<file path="config.mk">
export PLATFORM = sky130hd
export DESIGN_NAME = acf_rx_filter
export DESIGN_NICKNAME = d
export VERILOG_FILES = /design/src/rtl/acf_pkg.sv /design/src/rtl/acf_mask_bank.sv /design/src/rtl/acf_mask_sel.sv /design/src/rtl/acf_match_vec.sv /design/src/rtl/acf_pick.sv /design/src/rtl/acf_rx_filter.sv
export SDC_FILE = /design/constraint.sdc
export NUM_CORES = 1
export LEC_CHECK = 0
export BUFFER_PORTS_ARGS = -buffer_cell sky130_fd_sc_hd__buf_2
export CAP_MARGIN = 40
export CORE_AREA = 2 2 263 265
export CTS_BUF_LIST = sky130_fd_sc_hd__clkbuf_8
export CTS_CLUSTER_DIAMETER = 100
export DETAILED_ROUTE_END_ITERATION = 12
export DIE_AREA = 0 0 265 267
export HOLD_SLACK_MARGIN = 0.1
export PLACE_DENSITY = 0.62
export REMOVE_ABC_BUFFERS = 1
export SLEW_MARGIN = 20
export SYNTH_ARGS = -nofsm -noshare
export SYNTH_HDL_FRONTEND = slang
export SYNTH_SLANG_ARGS = --single-unit
</file>
<file path="constraint.sdc">
create_clock -name clk -period 3.4 [get_ports clk]
set_input_delay 0.17 -clock clk [delete_from_list [all_inputs] [get_ports clk]]
set_output_delay 0.17 -clock clk [all_outputs]
set_load 0.05 [all_outputs]
</file>
<file path="src/rtl/acf_pkg.sv">
package acf_pkg;
  // Number of identifier bits that take part in a standard-frame compare
  localparam int unsigned STD_ID_W = 11;

  typedef enum logic {
    POL_FIRST = 1'b0,
    POL_QUEUE = 1'b1
  } acf_policy_e;

  typedef struct packed {
    logic hit;
    logic ovr;
  } acf_flags_t;
endpackage

</file>
<file path="src/rtl/acf_mask_bank.sv">
module acf_mask_bank #(
  parameter int unsigned NUM_MB = 16,
  parameter int unsigned ID_W   = 29,
  localparam int unsigned IDX_W = $clog2(NUM_MB)
) (
  input  logic                   clk,
  input  logic                   wr_en,
  input  logic                   wr_allow,
  input  logic [IDX_W-1:0]       wr_idx,
  input  logic [ID_W-1:0]        wr_data,
  output logic [NUM_MB*ID_W-1:0] masks_o
);
  // Storage intentionally has no reset: contents are undefined until written
  logic [ID_W-1:0] mem [NUM_MB];

  always_ff @(posedge clk) begin
    if (wr_en && wr_allow && (int'(wr_idx) < NUM_MB)) begin
      mem[wr_idx] <= wr_data;
    end
  end

  for (genvar i = 0; i < NUM_MB; i++) begin : g_out
    assign masks_o[i*ID_W +: ID_W] = mem[i];
  end
endmodule

</file>
<file path="src/rtl/acf_mask_sel.sv">
module acf_mask_sel #(
  parameter int unsigned NUM_MB = 16,
  parameter int unsigned ID_W   = 29,
  parameter int unsigned SPEC_A = 14,
  parameter int unsigned SPEC_B = 15
) (
  input  acf_pkg::acf_policy_e   policy,
  input  logic [NUM_MB*ID_W-1:0] own_masks,
  input  logic [ID_W-1:0]        gen_mask,
  input  logic [ID_W-1:0]        a_mask,
  input  logic [ID_W-1:0]        b_mask,
  output logic [NUM_MB*ID_W-1:0] eff_masks
);
  for (genvar i = 0; i < NUM_MB; i++) begin : g_sel
    logic [ID_W-1:0] shared_m;
    if (i == SPEC_A) begin : g_a
      assign shared_m = a_mask;
    end else if (i == SPEC_B) begin : g_b
      assign shared_m = b_mask;
    end else begin : g_gen
      assign shared_m = gen_mask;
    end
    assign eff_masks[i*ID_W +: ID_W] =
      (policy == acf_pkg::POL_QUEUE) ? own_masks[i*ID_W +: ID_W] : shared_m;
  end
endmodule

</file>
<file path="src/rtl/acf_match_vec.sv">
module acf_match_vec #(
  parameter int unsigned NUM_MB = 16,
  parameter int unsigned ID_W   = 29
) (
  input  logic [ID_W-1:0]        req_id,
  input  logic                   req_ext,
  input  logic [NUM_MB-1:0]      mb_active,
  input  logic [NUM_MB-1:0]      mb_ext,
  input  logic [NUM_MB*ID_W-1:0] mb_id,
  input  logic [NUM_MB*ID_W-1:0] masks,
  output logic [NUM_MB-1:0]      hit_o
);
  localparam int unsigned LOW_W = ID_W - acf_pkg::STD_ID_W;

  logic [ID_W-1:0] width_mask;
  assign width_mask = req_ext ? {ID_W{1'b1}}
                              : {{acf_pkg::STD_ID_W{1'b1}}, {LOW_W{1'b0}}};

  for (genvar i = 0; i < NUM_MB; i++) begin : g_cmp
    logic [ID_W-1:0] diff;
    assign diff     = (mb_id[i*ID_W +: ID_W] ^ req_id) & masks[i*ID_W +: ID_W] & width_mask;
    assign hit_o[i] = mb_active[i] && (mb_ext[i] == req_ext) && (diff == '0);
  end
endmodule

</file>
<file path="src/rtl/acf_pick.sv">
module acf_pick #(
  parameter int unsigned NUM_MB = 16,
  localparam int unsigned IDX_W = $clog2(NUM_MB)
) (
  input  acf_pkg::acf_policy_e policy,
  input  logic [NUM_MB-1:0]    hit_vec,
  input  logic [NUM_MB-1:0]    full_vec,
  output acf_pkg::acf_flags_t  flags_o,
  output logic [IDX_W-1:0]     idx_o
);
  logic [NUM_MB-1:0] free_hit;
  logic [IDX_W-1:0]  first_hit, last_hit, first_free;
  logic              any_hit, any_free;

  assign free_hit = hit_vec & ~full_vec;
  assign any_hit  = |hit_vec;
  assign any_free = |free_hit;

  always_comb begin
    first_hit  = '0;
    first_free = '0;
    for (int i = NUM_MB - 1; i >= 0; i--) begin
      if (hit_vec[i])  first_hit  = IDX_W'(i);
      if (free_hit[i]) first_free = IDX_W'(i);
    end
  end

  always_comb begin
    last_hit = '0;
    for (int i = 0; i < NUM_MB; i++) begin
      if (hit_vec[i]) last_hit = IDX_W'(i);
    end
  end

  always_comb begin
    flags_o.hit = any_hit;
    flags_o.ovr = 1'b0;
    idx_o       = '0;
    if (any_hit) begin
      if (policy == acf_pkg::POL_QUEUE) begin
        if (any_free) begin
          idx_o = first_free;
        end else begin
          idx_o       = last_hit;
          flags_o.ovr = 1'b1;
        end
      end else begin
        idx_o       = first_hit;
        flags_o.ovr = full_vec[first_hit];
      end
    end
  end
endmodule

</file>
<file path="src/rtl/acf_rx_filter.sv">
module acf_rx_filter #(
  parameter int unsigned NUM_MB = 16,
  parameter int unsigned ID_W   = 29,
  parameter int unsigned SPEC_A = 14,
  parameter int unsigned SPEC_B = 15,
  localparam int unsigned IDX_W = $clog2(NUM_MB)
) (
  input  logic                   clk,
  input  logic                   rst_n,
  input  logic                   queue_mode,
  input  logic                   freeze,
  input  logic                   mask_wr_en,
  input  logic [IDX_W-1:0]       mask_wr_idx,
  input  logic [ID_W-1:0]        mask_wr_data,
  input  logic [ID_W-1:0]        share_mask_gen,
  input  logic [ID_W-1:0]        share_mask_a,
  input  logic [ID_W-1:0]        share_mask_b,
  input  logic [NUM_MB-1:0]      mb_active,
  input  logic [NUM_MB-1:0]      mb_full,
  input  logic [NUM_MB-1:0]      mb_ext,
  input  logic [NUM_MB*ID_W-1:0] mb_id,
  input  logic                   req_valid,
  output logic                   req_ready,
  input  logic [ID_W-1:0]        req_id,
  input  logic                   req_ext,
  output logic                   res_valid,
  input  logic                   res_ready,
  output logic                   res_hit,
  output logic [IDX_W-1:0]       res_idx,
  output logic                   res_ovr
);
  import acf_pkg::*;

  acf_policy_e           policy;
  logic [NUM_MB*ID_W-1:0] own_masks, eff_masks;
  logic [NUM_MB-1:0]     hit_vec;
  acf_flags_t            pick_flags, res_flags;
  logic [IDX_W-1:0]      pick_idx;
  logic                  accept;

  assign policy = queue_mode ? POL_QUEUE : POL_FIRST;

  acf_mask_bank #(.NUM_MB(NUM_MB), .ID_W(ID_W)) u_bank (
    .clk      (clk),
    .wr_en    (mask_wr_en),
    .wr_allow (queue_mode & freeze),
    .wr_idx   (mask_wr_idx),
    .wr_data  (mask_wr_data),
    .masks_o  (own_masks)
  );

  acf_mask_sel #(.NUM_MB(NUM_MB), .ID_W(ID_W), .SPEC_A(SPEC_A), .SPEC_B(SPEC_B)) u_sel (
    .policy    (policy),
    .own_masks (own_masks),
    .gen_mask  (share_mask_gen),
    .a_mask    (share_mask_a),
    .b_mask    (share_mask_b),
    .eff_masks (eff_masks)
  );

  acf_match_vec #(.NUM_MB(NUM_MB), .ID_W(ID_W)) u_match (
    .req_id    (req_id),
    .req_ext   (req_ext),
    .mb_active (mb_active),
    .mb_ext    (mb_ext),
    .mb_id     (mb_id),
    .masks     (eff_masks),
    .hit_o     (hit_vec)
  );

  acf_pick #(.NUM_MB(NUM_MB)) u_pick (
    .policy   (policy),
    .hit_vec  (hit_vec),
    .full_vec (mb_full),
    .flags_o  (pick_flags),
    .idx_o    (pick_idx)
  );

  // Single result register: refill when empty or draining this cycle
  assign req_ready = ~res_valid | res_ready;
  assign accept    = req_valid & req_ready;

  always_ff @(posedge clk or negedge rst_n) begin
    if (!rst_n) begin
      res_valid <= 1'b0;
      res_flags <= '0;
      res_idx   <= '0;
    end else if (accept) begin
      res_valid <= 1'b1;
      res_flags <= pick_flags;
      res_idx   <= pick_idx;
    end else if (res_ready) begin
      res_valid <= 1'b0;
    end
  end

  assign res_hit = res_flags.hit;
  assign res_ovr = res_flags.ovr;
endmodule

</file>
==> flow_metrics.tcl <==
set metrics [dict create \
    outcome "finished, final reports clean" \
    seq_power_share_pct 42.6 \
    power_mw 15.1 \
    path_max_fanout 2 \
    report.final.slew_viol_count 0 \
    p_sw_mw 4.53 \
    rr_endpoint "res_idx[0]" \
    most-common-layout-cells "buf_2 (676), xnor2_1 (480), edfxtp_1 (464)" \
    synth-main-ff-cell "edfxtp_1" \
    vdd_drop_max_mv 0.283 \
    maxSlewHeadroom_pct 54.7 \
    drt_iter0_markers 2471 \
    vias 23800 \
    initial_core_util_pct 39.0 \
    rrSetupSlack_ns 0.07 \
    drive_gt1_share_pct 38.2 \
    numCtsBuffers 85 \
    syn2layout_area_growth_pct 38.0 \
    holdPathEnd "u_bank.mem[10][4]" \
    dr.pass1.iters 5 \
    antenna_left 0 \
    io_pins 677 \
    dieWidth_um 265 \
    clkPwrFrac_pct 34.6 \
    p_leak_nw 14.6 \
    grt_usage_pct 36.3 \
    rr_startpoint "u_bank.mem[2][4]" \
    fin_util_pct 53.8 \
    clk-insertion-delay-late_ns 0.70 \
    max_clock_freq_mhz 301 \
    crit_required_ns 3.97 \
    grt_pass1_wl_um 179000 \
    rows 96 \
    core_sq_mm 0.0680 \
    drt-total-wl_um 132000 \
    finalNetCount 4050 \
    finalHoldViolCount 0 \
    die_y_um 267 \
    hp-class "in2reg" \
    mostFrequentLayoutCell "buf_2" \
    syn_inst 2251 \
    synth_cell_types 55 \
    worst_hold_slack_ns 0.186 \
    detailed_place_hpwl_um 104000 \
    gp_congestion 0.970 \
    worstHoldStart "mask_wr_idx[2]" \
    switching_share_pct 29.9 \
    h-tree-depth 3 \
    cp-end-kind "flop" \
    cts_tree "yes" \
    path_clk_slew_ns 0.06 \
    clockBufferDepth 3 \
    min_period_over_period_pct 97.8 \
    reg2reg_depth 14 \
    start_kind "flop" \
    setup_viol 0 \
    async_flop_share_pct 1.49 \
    tightest_slew_ns 0.674 \
    p_per_area_mw_per_mm2 414 \
    p_int_mw 10.6 \
    grt_pass1_vias 24200 \
    period_needed_ns 3.33 \
    hold_path_depth 4 \
    cts.sinks 471 \
    vias_per_cell 5.50 \
    comb_power_share_pct 22.8 \
    cts_root_buf "clkbuf_8" \
    grt_max_degree 30 \
    ys_seq_area_share_pct 53.2 \
    synth_warnings 0 \
    clock_skew_ns 0.0211 \
    dieArea_sq_mm 0.0708 \
    placement.io_buffers 676 \
    ys_ff_latch 471 \
    cap_violations 0 \
    route.detailed.wl_per_inst_um 30.4 \
    synth-edff-count 464 \
    drc 0 \
    grt.overflow.total 0 \
    postSynthAreaPerCell_sq_um 11.8 \
    crit_type "reg2reg" \
    syn_area_sq_mm 0.0265 \
    fin_tns_setup_ns 0 \
    antenna_found_initial 12 \
    cp.arrival_ns 3.90 \
]
worst max-delay path, stage by stage (launching register included):
cell      delay, ns
edfxtp_1       0.36
mux2i_1        0.19
nor2_1         0.11
nor4_2         0.57
a41oi_2        0.22
buf_4          0.19
buf_4          0.12
or2_2          0.30
a21oi_1        0.14
o21bai_1       0.10
a21oi_1        0.16
o311ai_0       0.15
o211ai_1       0.21
a31oi_1        0.16
a32o_1         0.24
sequential cells by signal (all words and copies together), names as in the netlist:
signal / flops
res_hit: 1
res_idx: 4
res_ovr: 1
res_valid: 1
u_bank.mem: 464
area by class of cell:
| type | instances | area, sq um |
|---|---|---|
| clock inverters | 61 | 378 |
| fillers | 6088 | 31400 |
| diodes | 7 | 17.5 |
| well taps | 882 | 1100 |
| repair buffers | 1186 | 7860 |
| inverters | 9 | 33.8 |
| multi-input cells | 1628 | 11900 |
| flip-flops and latches | 471 | 14100 |
| clock buffers | 89 | 1220 |
how the worst max path moves through the flow:
stage | start | to | slack [ns]
floorplan | mask_wr_en | u_bank.mem[4][0] | -0.27
detailed placement | queue_mode | res_ovr | -0.93
CTS | u_bank.mem[11][24] | res_ovr | 0.006
finish | u_bank.mem[2][4] | res_idx[0] | 0.07
global route | u_bank.mem[9][2] | res_ovr | -0.02
global placement | queue_mode | res_ovr | -0.97
what timing repair did:
action	CTS	global route
endpoints found under the hold margin	492	0
setup endpoints to repair	4	4
buffers inserted	1	3
resized for setup	13	27
pin swaps	2	10
hold buffers	36	0
Yosys cell counts, drive strengths merged, types with 4 or more instances:
master	instances	share of area [%]
or2	6	0.14
a22oi	4	0.11
mux2i	273	10
nand4	14	0.33
o211ai	13	0.37
xnor2	480	16
a21oi	224	4.2
nand2	233	3.3
or3	5	0.12
inv	9	0.13
a31oi	5	0.12
dfrtp	7	0.66
nor4	83	2.1
nand2b	36	0.85
nor3	12	0.25
nor2	51	0.72
edfxtp	464	53
nand3	15	0.28
buf	99	2.6
o21ai	9	0.17
clkbuf	44	0.63
o22ai	126	3.0
a41oi	4	0.13
power groups by stage:
stage / combinational (mW) / clock, mW / sequential [mW]
5_1_grt: 3.57 / 5.54 / 6.44
3_5_place_dp: 3.29 / 0 / 6.56
4_1_cts: 3.36 / 5.29 / 6.44
2_1_floorplan: 1.10 / 0 / 6.58
3_3_place_gp: 3.29 / 0 / 6.56
6_report: 3.45 / 5.24 / 6.44
metal layers:
metal / vias up / wire length (um) / GRT usage (%)
li1: 10500 / - / -
met1: 11900 / 56200 / 51.0
met2: 1227 / 61000 / 58.0
met3: 195 / 10100 / 4.77
met4: 2 / 4270 / 11.9
met5: - / 13 / 0
cells by family after synthesis:
family | count (synthesis) | share of synthesized area, %
XOR/XNOR | 480 | 15.9
AO/OA/AOI/OAI | 410 | 8.95
flip-flops | 471 | 53.2
buffers and inverters | 152 | 3.32
multiplexers | 275 | 10.4
AND/OR/NAND/NOR | 463 | 8.27
stage by stage:
step	worst slack, ns	cell area [sq um]	instances
finish	0.0748	36600	4333
global route	-0.0200	36600	4330
CTS	0.00634	36400	4324
detailed placement	-0.931	34300	4137
global placement	-0.972	34300	4135
floorplan	-0.265	25700	2108
Power figures use the tool's default switching activity.
